==> src/rtl/cap_pkg.sv <==
package cap_pkg;

  // Synchronized level went low to high between two samples
  function automatic logic rise_seen(input logic cur, input logic prev);
    return cur & ~prev;
  endfunction

  // Synchronized level went high to low between two samples
  function automatic logic fall_seen(input logic cur, input logic prev);
    return ~cur & prev;
  endfunction

  // Next armed state of one trigger polarity
  function automatic logic arm_update(input logic en, input logic en_prev,
                                      input logic armed, input logic fired);
    if (!en)           return 1'b0;
    else if (!en_prev) return 1'b1;
    else if (fired)    return 1'b0;
    else               return armed;
  endfunction

endpackage

==> src/rtl/cap_sync.sv <==
module cap_sync #(
  parameter int STAGES = 2
) (
  input  logic clk,
  input  logic rst_n,
  input  logic d_in,
  output logic d_out
);
  logic [STAGES-1:0] sh_q;

  generate
    if (STAGES == 1) begin : g_one
      always_ff @(posedge clk or negedge rst_n) begin
        if (!rst_n) sh_q <= '0;
        else        sh_q <= d_in;
      end
    end else begin : g_many
      always_ff @(posedge clk or negedge rst_n) begin
        if (!rst_n) sh_q <= '0;
        else        sh_q <= {sh_q[STAGES-2:0], d_in};
      end
    end
  endgenerate

  assign d_out = sh_q[STAGES-1];
endmodule

==> src/rtl/cap_trigger.sv <==
module cap_trigger (
  input  logic clk,
  input  logic rst_n,
  input  logic enable,
  input  logic hit,
  output logic armed,
  output logic fire
);
  logic en_q;
  logic armed_q;

  assign fire  = armed_q & enable & hit;
  assign armed = armed_q;

  always_ff @(posedge clk or negedge rst_n) begin
    if (!rst_n) begin
      en_q    <= 1'b0;
      armed_q <= 1'b0;
    end else begin
      en_q    <= enable;
      armed_q <= cap_pkg::arm_update(enable, en_q, armed_q, fire);
    end
  end
endmodule

==> src/rtl/cap_channel.sv <==
module cap_channel #(
  parameter int CNT_W       = 32,
  parameter int SYNC_STAGES = 2
) (
  input  logic             clk,
  input  logic             rst_n,
  input  logic             trig_raw,
  input  logic             arm_rise,
  input  logic             arm_fall,
  input  logic [CNT_W-1:0] count_val,
  output logic             trig_level,
  output logic             cap_valid,
  output logic [CNT_W-1:0] cap_value,
  output logic             armed_rise,
  output logic             armed_fall,
  output logic             fire_rise,
  output logic             fire_fall
);
  logic lvl;
  logic lvl_q;
  logic rise_hit;
  logic fall_hit;
  logic fire_any;

  cap_sync #(.STAGES(SYNC_STAGES)) u_sync (
    .clk   (clk),
    .rst_n (rst_n),
    .d_in  (trig_raw),
    .d_out (lvl)
  );

  always_ff @(posedge clk or negedge rst_n) begin
    if (!rst_n) lvl_q <= 1'b0;
    else        lvl_q <= lvl;
  end

  assign rise_hit = cap_pkg::rise_seen(lvl, lvl_q);
  assign fall_hit = cap_pkg::fall_seen(lvl, lvl_q);

  cap_trigger u_rise (
    .clk    (clk),
    .rst_n  (rst_n),
    .enable (arm_rise),
    .hit    (rise_hit),
    .armed  (armed_rise),
    .fire   (fire_rise)
  );

  cap_trigger u_fall (
    .clk    (clk),
    .rst_n  (rst_n),
    .enable (arm_fall),
    .hit    (fall_hit),
    .armed  (armed_fall),
    .fire   (fire_fall)
  );

  assign fire_any = fire_rise | fire_fall;

  always_ff @(posedge clk or negedge rst_n) begin
    if (!rst_n) begin
      cap_value <= '0;
      cap_valid <= 1'b0;
    end else begin
      if (fire_any) cap_value <= count_val;
      if (fire_any)                   cap_valid <= 1'b1;
      else if (!arm_rise && !arm_fall) cap_valid <= 1'b0;
    end
  end

  assign trig_level = lvl;
endmodule

==> src/rtl/ext_capture_latch.sv <==
module ext_capture_latch #(
  parameter int NUM_CH      = 4,
  parameter int CNT_W       = 32,
  parameter int SYNC_STAGES = 2
) (
  input  logic                    clk,
  input  logic                    rst_n,
  input  logic [NUM_CH-1:0]       trig_raw,
  input  logic [NUM_CH-1:0]       arm_rise,
  input  logic [NUM_CH-1:0]       arm_fall,
  input  logic [CNT_W-1:0]        count_val,
  output logic [NUM_CH-1:0]       trig_level,
  output logic [NUM_CH-1:0]       cap_valid,
  output logic [NUM_CH*CNT_W-1:0] cap_value
);
  // Internal events brought out for the checker
  logic [NUM_CH-1:0] armed_rise_w;
  logic [NUM_CH-1:0] armed_fall_w;
  logic [NUM_CH-1:0] fire_rise_w;
  logic [NUM_CH-1:0] fire_fall_w;

  generate
    for (genvar c = 0; c < NUM_CH; c++) begin : g_ch
      cap_channel #(
        .CNT_W       (CNT_W),
        .SYNC_STAGES (SYNC_STAGES)
      ) u_ch (
        .clk        (clk),
        .rst_n      (rst_n),
        .trig_raw   (trig_raw[c]),
        .arm_rise   (arm_rise[c]),
        .arm_fall   (arm_fall[c]),
        .count_val  (count_val),
        .trig_level (trig_level[c]),
        .cap_valid  (cap_valid[c]),
        .cap_value  (cap_value[c*CNT_W +: CNT_W]),
        .armed_rise (armed_rise_w[c]),
        .armed_fall (armed_fall_w[c]),
        .fire_rise  (fire_rise_w[c]),
        .fire_fall  (fire_fall_w[c])
      );
    end
  endgenerate
endmodule

==> config.mk <==
export PLATFORM = sky130hd
export DESIGN_NAME = ext_capture_latch
export DESIGN_NICKNAME = d
export VERILOG_FILES = /design/src/rtl/cap_pkg.sv /design/src/rtl/cap_sync.sv /design/src/rtl/cap_trigger.sv /design/src/rtl/cap_channel.sv /design/src/rtl/ext_capture_latch.sv
export SDC_FILE = /design/constraint.sdc
export NUM_CORES = 1
export LEC_CHECK = 0
export ABC_AREA = 1
export BUFFER_PORTS_ARGS = -buffer_cell sky130_fd_sc_hd__buf_4
export CAP_MARGIN = 5
export CORE_UTILIZATION = 30
export CTS_BUF_LIST = sky130_fd_sc_hd__clkbuf_4 sky130_fd_sc_hd__clkbuf_8 sky130_fd_sc_hd__clkbuf_16
export CTS_CLUSTER_SIZE = 40
export DETAILED_ROUTE_END_ITERATION = 10
export PLACE_DENSITY = 0.56
export SYNTH_ARGS = -nofsm -noshare
export SYNTH_HDL_FRONTEND = slang
export SYNTH_SLANG_ARGS = --single-unit
==> constraint.sdc <==
create_clock -name clk -period 2.2 [get_ports clk]
set_clock_uncertainty 0.15 [all_clocks]
set_input_delay 0.66 -clock clk [delete_from_list [all_inputs] [get_ports clk]]
set_output_delay 0.66 -clock clk [all_outputs]
set_load 0.05 [all_outputs]
==> out/qor.txt <==
DP Cell Count = 1,125
Rel. slew slack = 71.7%
FF-to-FF Start = g_ch[0].u_ch.u_sync.sh_q[1]
Vias in the first global route = 5,208
DRC errors left = 0
Compound-Gate Fraction of Synth Area = 1.69%
Worst Hold End = g_ch[2].u_ch.u_sync.sh_q[0]
Startpoint types = register
Chip Width = 156 um
Maximum number of pins on one net before global-route repair = 41
DRT Pass-1 Iters = 4
Row cnt = 55
Worst EP arrival = 1.09 ns
PD cells = 1210 nW/um^2
Reg2Reg Depth = 6
Ys Warns = 0
RSZ-0062 raised after global routing = no
Gpl congestion = 0.724
Worst Path Buf+Inv = 1
First DRT Iteration DRCs = 276
ANT cells = 0
Leading area contributor after synthesis = dfrtp_1
Leakage = 4.94 nW
Post-synthesis mux area share = 0%
Post-Synth Adder-Cell Area = 0%
Final antenna-violating net count = 0
Net Switching = 4.54 mW
Worst-skew pair later-pin latency = 0.43 ns
Gr usage total = 17.3%
Layout area overhead = 29.9%
Chip height = 156 um
Final setup viols = 0
Global-route wire length before repair = 31.2 mm
Top cells by area, synth = dfrtp_1, nand3_2, nand2_1
Synth Instances = 656
Slowest CP cell = dfrtp_1
CP Class = register to output pin
I/O pins = 182
Hold Fails Final Rpt = 0
Routed via count = 5,190
Reg2reg end = g_ch[0].u_ch.cap_value[14]
H-tree depth = 4
WHS = 0.191 ns
Hold Crit Depth = 1
Max cap viols = 0
Mapped Nets = 702
Worst Setup End Kind = output pin
Largest family of logic cells by synthesized area = simple AND/OR/NAND/NOR gates
Crit path max-delay family = flip-flops
Comb pwr share = 36.8%
Critical Path Max Stage Delay = 0.43 ns
Hold Crit Class = input port to register
Clk sinks = 160
Setup Fix Bufs, Post-CTS = 0
Register area share after synthesis = 56.3%
Mean Syn Cell Area = 10.8 um^2
Post-Synth Simple-Gate Area = 34.5%
Grt total ovfl = 0
Clock share of power = 27.2%
Full die area = 24,300 um^2
Register share of total power = 36.0%
DP Wirelength = 13.7 mm
Clock transition at path regs = 0.06 ns
Vias per cell = 4.49
Finished Core Util = 40.2%
Final net count = 878
Core ar. = 23,000 um^2
Starting Density = 31.0%
Xor/xnor share of the synthesized area = 0%
Final Critical Period = 1.90 ns
CTS buffer count = 17
Yosys top cell area share = 56.3%
Setup TNS Final = 0 ns
Internal power = 6.62 mW
Crit-path cells = buf_4
Post-synthesis register bit count = 160
Initial antenna violation count = 0
Max Clock Freq = 525 MHz
Share of cells above drive strength 1 = 44.8%
Clock buffer depth = 2
WP depth = 1
Mapped cell area = 7120 um^2
Worst Tran Pin Value = 0.424 ns
Max-slew violations = 0
Port Buffers = 181
CP max FO = 5
Worst VDD drop = 0.627 mV
R2R setup slack = 0.70 ns
CTS tree = yes
Non-Filler Instances = 1,156
Wire per inst = 17.3 um
WL final = 20.0 mm
Number of distinct library cells after synthesis = 13
Period utilization = 86.5%
Hold Crit Start = trig_raw[2]
Worst endpoint required time = 1.39 ns
Root buf cell = clkbuf_16
Status = finished, final reports clean
Sw frac = 40.7%
[power by group through the flow]
stage | clock, mW | sequential (mW) | combinational, mW
CTS | 3.12 | 4.02 | 4.16
global placement | 0 | 4.07 | 4.11
floorplan | 0 | 5.95 | 0.872
global route | 3.25 | 4.09 | 4.33
detailed placement | 0 | 4.07 | 4.15
finish | 3.04 | 4.02 | 4.10
[kinds of logic (layout without fill, tap and decap cells)]
group                  Yosys count  in the layout
AO/OA/AOI/OAI                   20             20
buffers and inverters           60            247
AND/OR/NAND/NOR                416            416
flip-flops                     160            160
[worst max path at each step]
stage / from / endpoint / slack [ns]
after floorplan: arm_rise[0] / g_ch[0].u_ch.cap_value[10] / 0.77
after global placement: arm_rise[0] / g_ch[0].u_ch.cap_value[15] / 0.34
after detailed placement: arm_rise[0] / g_ch[0].u_ch.cap_value[4] / 0.31
after CTS: g_ch[0].u_ch.u_sync.sh_q[1] / trig_level[0] / 0.26
after global routing: g_ch[2].u_ch.u_sync.sh_q[1] / trig_level[2] / 0.22
final: g_ch[0].u_ch.u_sync.sh_q[1] / trig_level[0] / 0.30
[layout by cell type, fill, tap and decap left out, drive strengths merged]
master       Yosys  routed
o21ai           12      12
dfrtp          160     160
nand3          132     132
dlygate4sd3      0       1
clkinvlp         0       3
a21boi           8       8
inv             16      16
nand2          276     276
buf             44     200
clkbuf           0      20
bufinv           0       3
clkinv           0       4
nor2             8       8
[metrics by stage]
| stage | area (um^2) | worst slack, ns | power [mW] |
|---|---|---|---|
| 3_5_place_dp | 8650 | 0.311 | 8.22 |
| 3_3_place_gp | 8650 | 0.335 | 8.18 |
| 6_report | 9240 | 0.297 | 11.2 |
| 4_1_cts | 9240 | 0.263 | 11.3 |
| 5_1_grt | 9240 | 0.221 | 11.7 |
| 2_1_floorplan | 7120 | 0.767 | 6.82 |
[flip-flops by register name, summed over array words and instances (netlist names)]
register	cells
g_ch.u_ch.u_rise.en_q	4
g_ch.u_ch.u_rise.armed	4
g_ch.u_ch.u_fall.en_q	4
g_ch.u_ch.cap_valid	4
g_ch.u_ch.lvl_q	4
g_ch.u_ch.cap_value	128
g_ch.u_ch.u_sync.sh_q	8
g_ch.u_ch.u_fall.armed	4
[routing by layer]
metal  routed length, um  vias to the layer above  part of all wire, %  track usage [%]
met5                   0                        -                    0                0
met4                 234                        0                  1.2             5.18
met3                1260                       17                  6.3             4.69
met2                9290                      151                   46             27.0
met1                9210                     2578                   46             23.4
li1                    -                     2444                    -                -
[synthesized netlist by cell type]
library cell    n
a21boi_1        8
buf_12         12
nand3_1        16
nand3_2       116
o21ai_0        12
nand2_1       264
inv_2          12
dfrtp_1       160
nor2_2          8
nand2_8         4
nand2_4         8
inv_1           4
buf_4          32
[final cells by class]
cell class | count | area (um^2)
Fill cell | 2292 | 13700
Sequential cell | 160 | 4000
Multi-Input combinational cell | 436 | 2570
Timing Repair Buffer | 201 | 1630
Clock buffer | 20 | 448
Tap cell | 313 | 392
Clock inverter | 10 | 140
Inverter | 16 | 60.1
[what timing repair did]
action | CTS | global route
hold buffers | 1 | 0
endpoints found under the hold margin | 18 | 0
setup endpoints to repair | 0 | 0
gates resized for setup | 0 | 0
Power figures use the tool's default switching activity.
